$ cat config.mk
export PLATFORM = sky130hd
export DESIGN_NAME = sync_div_channel
export DESIGN_NICKNAME = d
export VERILOG_FILES = /design/src/rtl/sync_div_pkg.sv /design/src/rtl/sync_align.sv /design/src/rtl/half_rate_div.sv /design/src/rtl/out_gate.sv /design/src/rtl/sync_div_channel.sv
export SDC_FILE = /design/constraint.sdc
export NUM_CORES = 1
export LEC_CHECK = 0
export ABC_CLOCK_PERIOD_IN_PS = 2480
export BUFFER_PORTS_ARGS = -buffer_cell sky130_fd_sc_hd__buf_2
export CAP_MARGIN = 20
export CORE_UTILIZATION = 45
export DETAILED_ROUTE_END_ITERATION = 8
export PLACE_DENSITY = 0.66
export SYNTH_ARGS = -nofsm -noshare
export SYNTH_HDL_FRONTEND = slang
export SYNTH_SLANG_ARGS = --single-unit
$ cat constraint.sdc
create_clock -name dist_clk -period 2.48 [get_ports dist_clk]
set_input_delay 0.124 -clock dist_clk [delete_from_list [all_inputs] [get_ports dist_clk]]
set_output_delay 0.124 -clock dist_clk [all_outputs]
set_load 0.02 [all_outputs]
$ cat src/rtl/sync_div_pkg.sv
package sync_div_pkg;

  typedef enum logic [1:0] {
    MODE_BYPASS  = 2'd0,
    MODE_DIV     = 2'd1,
    MODE_DLY     = 2'd2,
    MODE_DIV_DLY = 2'd3
  } chan_mode_e;

  // Divider path is selected by the low mode bit alone.
  function automatic logic mode_divides(input logic [1:0] m);
    return m[0];
  endfunction

endpackage

$ cat src/rtl/sync_align.sv
module sync_align #(
  parameter int LAT = 4
) (
  input  logic clk,
  input  logic rst_n,
  input  logic sync_n,
  output logic sync_q,
  output logic sync_held,
  output logic hold_eff
);
  localparam int STAGES = LAT - 1;

  logic [STAGES-1:0] dly;

  // Request is held after two consecutive low samples, dropped on a high sample.
  always_ff @(posedge clk or negedge rst_n) begin
    if (!rst_n) begin
      sync_q    <= 1'b1;
      sync_held <= 1'b0;
    end else begin
      sync_q <= sync_n;
      if (sync_n)
        sync_held <= 1'b0;
      else if (!sync_q)
        sync_held <= 1'b1;
    end
  end

  generate
    for (genvar i = 0; i < STAGES; i++) begin : g_stage
      if (i == 0) begin : g_first
        always_ff @(posedge clk or negedge rst_n) begin
          if (!rst_n) dly[0] <= 1'b0;
          else        dly[0] <= sync_held;
        end
      end else begin : g_next
        always_ff @(posedge clk or negedge rst_n) begin
          if (!rst_n) dly[i] <= 1'b0;
          else        dly[i] <= dly[i-1];
        end
      end
    end
  endgenerate

  assign hold_eff = dly[STAGES-1];

endmodule

$ cat src/rtl/half_rate_div.sv
module half_rate_div #(
  parameter int CODE_W = 8
) (
  input  logic              clk,
  input  logic              rst_n,
  input  logic              go,
  input  logic [CODE_W-1:0] code,
  output logic              running,
  output logic [CODE_W:0]   count,
  output logic [CODE_W:0]   last,
  output logic              level
);
  localparam int CNT_W = CODE_W + 1;

  function automatic logic [CNT_W-1:0] half_len(input logic [CODE_W-1:0] c);
    return (c == '0) ? CNT_W'(1) : CNT_W'(c);
  endfunction

  function automatic logic [CNT_W-1:0] period_end(input logic [CNT_W-1:0] h);
    return (h << 1) - CNT_W'(1);
  endfunction

  logic [CNT_W-1:0] half;

  assign half = half_len(code);
  assign last = period_end(half);

  always_ff @(posedge clk or negedge rst_n) begin
    if (!rst_n) begin
      running <= 1'b0;
      count   <= '0;
    end else if (!go) begin
      running <= 1'b0;
      count   <= '0;
    end else if (!running) begin
      running <= 1'b1;
      count   <= '0;
    end else if (count >= last) begin
      count <= '0;
    end else begin
      count <= count + CNT_W'(1);
    end
  end

  assign level = running && (count < half);

endmodule

$ cat src/rtl/out_gate.sv
module out_gate (
  input  logic clk,
  input  logic en_all,
  input  logic divides,
  input  logic div_level,
  output logic out
);
  always_comb begin
    if (!en_all)      out = 1'b0;
    else if (divides) out = div_level;
    else              out = clk;
  end
endmodule

$ cat src/rtl/sync_div_channel.sv
module sync_div_channel
  import sync_div_pkg::*;
#(
  parameter int CODE_W   = 8,
  parameter int SYNC_LAT = 4
) (
  input  logic              dist_clk,
  input  logic              rst_n,
  input  logic [1:0]        cfg_mode,
  input  logic              cfg_en,
  input  logic [CODE_W-1:0] cfg_code,
  input  logic              sync_n,
  input  logic              glob_en,
  input  logic              oe_pin,
  input  logic              pwr_down,
  output logic              ch_out
);
  localparam int CNT_W = CODE_W + 1;

  logic             sync_q, sync_held, hold_eff;
  logic             en_all, divides, div_go;
  logic             run;
  logic [CNT_W-1:0] cnt, last;
  logic             div_level;

  assign en_all  = cfg_en & glob_en & oe_pin & ~pwr_down;
  assign divides = mode_divides(cfg_mode);
  assign div_go  = en_all & divides & ~hold_eff;

  sync_align #(.LAT(SYNC_LAT)) u_sync (
    .clk       (dist_clk),
    .rst_n     (rst_n),
    .sync_n    (sync_n),
    .sync_q    (sync_q),
    .sync_held (sync_held),
    .hold_eff  (hold_eff)
  );

  half_rate_div #(.CODE_W(CODE_W)) u_div (
    .clk     (dist_clk),
    .rst_n   (rst_n),
    .go      (div_go),
    .code    (cfg_code),
    .running (run),
    .count   (cnt),
    .last    (last),
    .level   (div_level)
  );

  out_gate u_gate (
    .clk       (dist_clk),
    .en_all    (en_all),
    .divides   (divides),
    .div_level (div_level),
    .out       (ch_out)
  );

endmodule

# == Word level (Yosys, flattened, before mapping) ==
# Cells that the tools add are included.
# classes
n_bitwise,7
order_cmp,2
reduce_logical,2
eq_ne,1
muxes,9
add_sub_neg,2
# op_table
op,n
two-way mux 9 bit,3
adder 9 x 1 -> 9 bit (second input constant),1
greater-or-equal comparator 9 bit,1
less-than comparator 9 bit,1
subtractor 9 x 1 -> 9 bit (second input constant),1
zero test 8 bit,1
two-way mux 8 bit,1
AND 1 bit,5
two-way mux 1 bit,5
!= test 2 bit (second input constant),1
NOT 1 bit,2
logical AND 1 bit,1
# totals
word_cells,30
ff_bits,15
output_inout_bits,1

# == Depth between registers and ports, before layout ==
# Gate-level depths: netlist of run 1.
# depth
depth_word,7
mapped_depth,13
depth_no_buf,13

# == Cells and area by module ==
# Synthesis of run 1 repeated with hierarchy kept, for this count alone.
# hier_totals
cells_unflattened,121
hier_area_um2,1154.9
# by_module_without_submodules
module,area_per_inst_um2,cells_each,instances
half_rate_div,980.9,110,1
sync_align,138.9,7,1
sync_div_channel,18.8,2,1
out_gate,16.3,2,1

==> results.toml, run 1 <==
[routing]
routed-via-count = 994
drt-total-wl_um = 2490
viasPerCell = 5.65
drtAntennaViolNets = 0
wire_per_inst_um = 14.1
dr.pass1.iters = 6
drcViolationCount = 0
drt_iter0_drc = 12

[grt]
grtUsageTotal_pct = 20.3
grt.overflow.total = 0
grt_antenna_before_repair = 0
grt_max_degree = 16
grt_pass1_vias = 914
grt_pass1_wl_um = 3820

[sta]
finalSetupTns_ps = -180
finalSetupViolCount = 8
period_share_pct = 102
finClkSkew_ps = 3.71
whs_ps = 77.3
rsz0062_at_grt = "true"
slew_headroom_pct = 67.4
worst_pin_slew_ps = 488
hold_viol_final = 0
maxSlewViolCount = 0
finalWorstSetupSlack_ps = -38.5
period_needed_ps = 2520
max_freq_mhz = 397

[yosys]
ys_warn_count = 0
ys_seq_elements = 15
seq_area_frac_synth_pct = 34.6
synthCells = 114
syn_area_per_cell_um2 = 9.55
synth_nets = 148
synth.distinct_cells = 29
synthesis.area_um2 = 1090

[clock_network]
path_clk_slew_ps = 80
cts_tree = "done"
worstSkewPairLatency_ps = 380

[finish]
layout.nets = 183
final_common_cell = "ha_1"
design_area_um2 = 1400
layout_common_cells = "ha_1 (16), buf_2 (14), dfrtp_1 (13), xnor2_1 (10), inv_1 (10)"
instances_no_fill = 176
antenna_cells = 0
post-route-util_pct = 62.1
drive_gt1_share_pct = 31.8
n_fill_cell = 184
area_delta_synth_final_pct = 28.6

[floorplanning]
die_height_um = 51.2
rows = 17
die_area_um2 = 2620
start_util_pct = 48.3
core_um2 = 2250
die_w_um = 51.2
ios = 18

[placed_design]
placed_area_um2 = 1280
port_buffers = 16
gp_congestion = 0.837
placed_cells = 165
dp_hpwl_um = 1800
pre_cts_ws_ps = -383

[critical_path]
crit_fanout = 4
arrival_ps = 2820
crit_required_ps = 2780
critPathKind = "in -> reg"
r2r_cells = 5
end_kind = "register"
start_kind = "primary input"

[hold_path]
hold_class = "in -> reg"
holdPathStages = 3

[run]
drv_cap = 0

[power_and_ir_drop]
power_leakage_nw = 0.656
irDropWorstVdd_v = 0.000467
power_density_nw_per_um2 = 383
p_total_uw = 536

[status]
status = "finished with violations"
violations = "setup timing"
area by class of cell:
type	count	area (µm²)	area share (%)
multi-input cells	89	724	51.7
flip-flops and latches	15	378	27.0
repair buffers	25	168	12.0
clock buffers	8	53.8	3.84
inverters	11	41.3	2.95
well taps	28	35.0	2.50
worst paths after layout:
path / endpoint / from / slack [ps]
max reg2reg: u_div.count[4]$_DFF_PN0_ / u_div.count[7]$_DFF_PN0_ / 730
min: u_div.running$_DFF_PN0_ / pwr_down / 80
min in group asynchronous: u_div.count[7]$_DFF_PN0_ / rst_n / 180
max: u_div.count[4]$_DFF_PN0_ / cfg_code[3] / -40
max in group asynchronous: u_sync.sync_q$_DFF_PN1_ / rst_n / 2010
min reg2reg: u_sync.dly[1]$_DFF_PN0_ / u_sync.dly[0]$_DFF_PN0_ / 360
power breakdown:
| group | switching (mW) | leakage [nW] | internal [mW] |
|---|---|---|---|
| Combinational | 0.0402 | 0.417 | 0.0373 |
| Sequential | 0.00167 | 0.198 | 0.250 |
| Clock | 0.0868 | 0.0403 | 0.120 |
| Total | 0.129 | 0.656 | 0.407 |
critical path, stage by stage:
cell and delay, ps:
buf_6 90, or4_4 530, or3_4 360, nor2_4 100, nor2_2 40, ha_2 170
inv_2 50, nor2_2 30, xnor2_1 120, ha_1 320, a21o_1 200, a211oi_2 270
nand3_1 220, nor3_1 190
logic make-up (layout without fill, tap and decap cells):
family,after synthesis,count (layout),synth area share (%)
flops,15,15,34.6
buf+inv,11,44,3.79
xor+xnor,12,12,9.66
mux,1,1,0.920
compound gates,15,15,10.5
simple gates,43,44,21.0
fa+ha+maj,17,17,19.5
synth_stat cells:
| cell | instances | share of area, % |
|---|---|---|
| a2111oi_0 | 1 | 0.80 |
| a211o_1 | 2 | 1.6 |
| a211oi_1 | 2 | 1.4 |
| a211oi_2 | 1 | 1.1 |
| a21o_1 | 2 | 1.4 |
| a21oi_1 | 3 | 1.4 |
| and3_4 | 1 | 1.0 |
| dfrtp_1 | 14 | 32 |
| dfstp_2 | 1 | 2.4 |
| ha_1 | 17 | 20 |
| inv_1 | 11 | 3.8 |
| mux2i_1 | 1 | 0.92 |
| nand2_1 | 7 | 2.4 |
| nand3_1 | 5 | 2.3 |
| nand4_1 | 3 | 1.7 |
| nand4b_1 | 1 | 0.80 |
| nor2_1 | 10 | 3.4 |
| nor3_1 | 10 | 4.6 |
| nor3b_1 | 2 | 1.4 |
| o211ai_1 | 1 | 0.69 |
| o21ai_0 | 1 | 0.46 |
| o221ai_1 | 1 | 0.80 |
| o41ai_1 | 1 | 0.80 |
| or2_2 | 1 | 0.58 |
| or3_4 | 1 | 1.0 |
| or4_1 | 1 | 0.69 |
| or4_4 | 1 | 1.0 |
| xnor2_1 | 10 | 8.0 |
| xor2_1 | 2 | 1.6 |
sequential cells by signal, summed over array words and instances (netlist names):
register and cells:
u_sync.sync_q 1, u_div.running 1, u_sync.dly 2, u_sync.hold_eff 1
u_div.count 9, u_sync.sync_held 1
routing by layer:
metal	vias up	track usage (%)	part of all wire, %
met5	-	0	0
met3	4	8.04	6.7
li1	480	-	-
met2	33	29.4	46
met4	0	9.72	1.4
met1	477	26.3	45
what timing repair did:
action	4_1_cts	5_1_grt
endpoints found under the hold margin	17	0
setup endpoints to repair	0	10
hold buffers	2	0
buffers inserted	0	1
gates resized for setup	0	10
(Power assumes the default switching activity.)
==> run 2: changes to the inputs <==
Settings changed: CTS_CLUSTER_SIZE set to 25, SKIP_LAST_GASP set to 1.
==> run 2 against run 1 <==
Compared with the run above: critical path depth unchanged; largest cell class unchanged; fmax down 0.31%; critical endpoint unchanged; the flow still finishes with violations (setup timing); clock power about the same; sequential share of layout area about the same; critical path type unchanged.
==> results.toml, run 2 (same netlist as run 1, synthesis figures left out) <==
[status]
status = "finished with violations"
violations = "setup timing"

[sta]
hold_viol_final = 0
period_share_pct = 102
max_freq_mhz = 396
slew_headroom_pct = 66.9
worst_pin_slew_ps = 496
finalSetupViolCount = 8
finClkSkew_ps = 3.45
period_needed_ps = 2530
maxSlewViolCount = 0
finalWorstSetupSlack_ps = -46.3
rsz0062_at_grt = "true"

[finish]
drive_gt1_share_pct = 30.4
largest_registers = "u_div.count: 9 flops, u_sync.dly: 2 flops"
regMostFlops = "u_div.count"
layout_common_cells = "ha_1 (16), buf_2 (14), dfrtp_1 (14), xnor2_1 (10), inv_1 (10)"
largest_reg_flops = 9
area_delta_synth_final_pct = 28.0
antenna_cells = 0
final_common_cell = "ha_1"
layout.nets = 183
n_fill_cell = 186

[power_and_ir_drop]
power_density_nw_per_um2 = 384
irDropWorstVdd_v = 0.000487
p_total_uw = 535
power_leakage_nw = 0.657

[routing]
routed-via-count = 996
wl_met2_um = 1140
met3_wirelength_um = 137
drcViolationCount = 0
drtAntennaViolNets = 0
drt_iter0_drc = 12
drt-total-wl_um = 2480
viasPerCell = 5.66
wire_per_inst_um = 14.1
dr.pass1.iters = 6
top_layer_used = "met4"
met1Wirelength_um = 1170

[grt]
grtUsageTotal_pct = 20.3
grt_max_degree = 16
grt_antenna_before_repair = 0
grt.overflow.total = 0
grt_pass1_wl_um = 3820
grt_pass1_vias = 914

[floorplanning]
die_w_um = 51.2
start_util_pct = 48.3
die_area_um2 = 2620
rows = 17
ios = 18
die_height_um = 51.2
core_um2 = 2250

[critical_path]
critPathKind = "in -> reg"
r2r_cells = 5
end_kind = "register"
crit_fanout = 4
crit_required_ps = 2780
start_kind = "primary input"
arrival_ps = 2830

[clock_network]
worstSkewPairLatency_ps = 380
path_clk_slew_ps = 80
cts_tree = "done"

[placed_design]
pre_cts_ws_ps = -383
dp_hpwl_um = 1800
port_buffers = 16
gp_congestion = 0.837

[hold_path]
holdPathStages = 3
hold_class = "in -> reg"

[run]
drv_cap = 0
==> run 2: critical path, cell delays in order <==
cell and delay, ps:
buf_6 90, or4_4 530, or3_4 360, nor2_4 100
nor2_2 40, ha_2 170, inv_2 50, nor2_2 30
xnor2_1 120, ha_1 320, a21o_1 200, a211oi_2 270
nand3_1 220, nor3_1 190
==> run 2: cell type report <==
| cell class | count | area (µm²) | area share [%] |
|---|---|---|---|
| clock buffers | 8 | 53.8 | 3.86 |
| repair buffers | 25 | 168 | 12.0 |
| multi-input cells | 89 | 719 | 51.6 |
| well taps | 28 | 35.0 | 2.51 |
| inverters | 11 | 41.3 | 2.96 |
| flip-flops and latches | 15 | 377 | 27.0 |
==> run 2: per-stage QoR <==
step	hold WS (ps)	setup TNS, ps	area (µm²)	utilization, %	cells
after floorplan	-172	-984	1120	-	114
after global placement	34.6	-2570	1280	56.9	165
after detailed placement	37.9	-3250	1280	56.9	165
after CTS	45.3	0	1350	60.0	174
after global routing	83.2	-1260	1390	61.8	176
final	77.0	-236	1390	61.8	176
==> run 2: final timing paths <==
| path | from | endpoint | slack (ps) |
|---|---|---|---|
| min in group asynchronous | rst_n | u_div.count[7]$_DFF_PN0_ | 170 |
| min | pwr_down | u_div.running$_DFF_PN0_ | 80 |
| min reg2reg | u_sync.dly[0]$_DFF_PN0_ | u_sync.dly[1]$_DFF_PN0_ | 360 |
| max reg2reg | u_div.count[7]$_DFF_PN0_ | u_div.count[4]$_DFF_PN0_ | 710 |
| max in group asynchronous | rst_n | u_sync.sync_q$_DFF_PN1_ | 2010 |
| max | cfg_code[3] | u_div.count[4]$_DFF_PN0_ | -50 |
==> run 2: report_power, final <==
group	switching [mW]	internal, mW	total, mW
Combinational	0.0399	0.0371	0.0770
Sequential	0.00166	0.250	0.252
Clock	0.0866	0.120	0.206
==> run 2: timing repair <==
item	in CTS	in global routing
endpoints found under the setup margin	0	10
hold buffers	2	0
buffers inserted	0	1
hold endpoints to repair	17	0
gates resized for setup	0	8
==> run 2: per-layer routing <==
layer / vias up / track usage (%)
met1: 481 / 26.3
met4: 0 / 9.72
li1: 481 / -
met2: 30 / 29.4
met5: - / 0
met3: 4 / 8.04
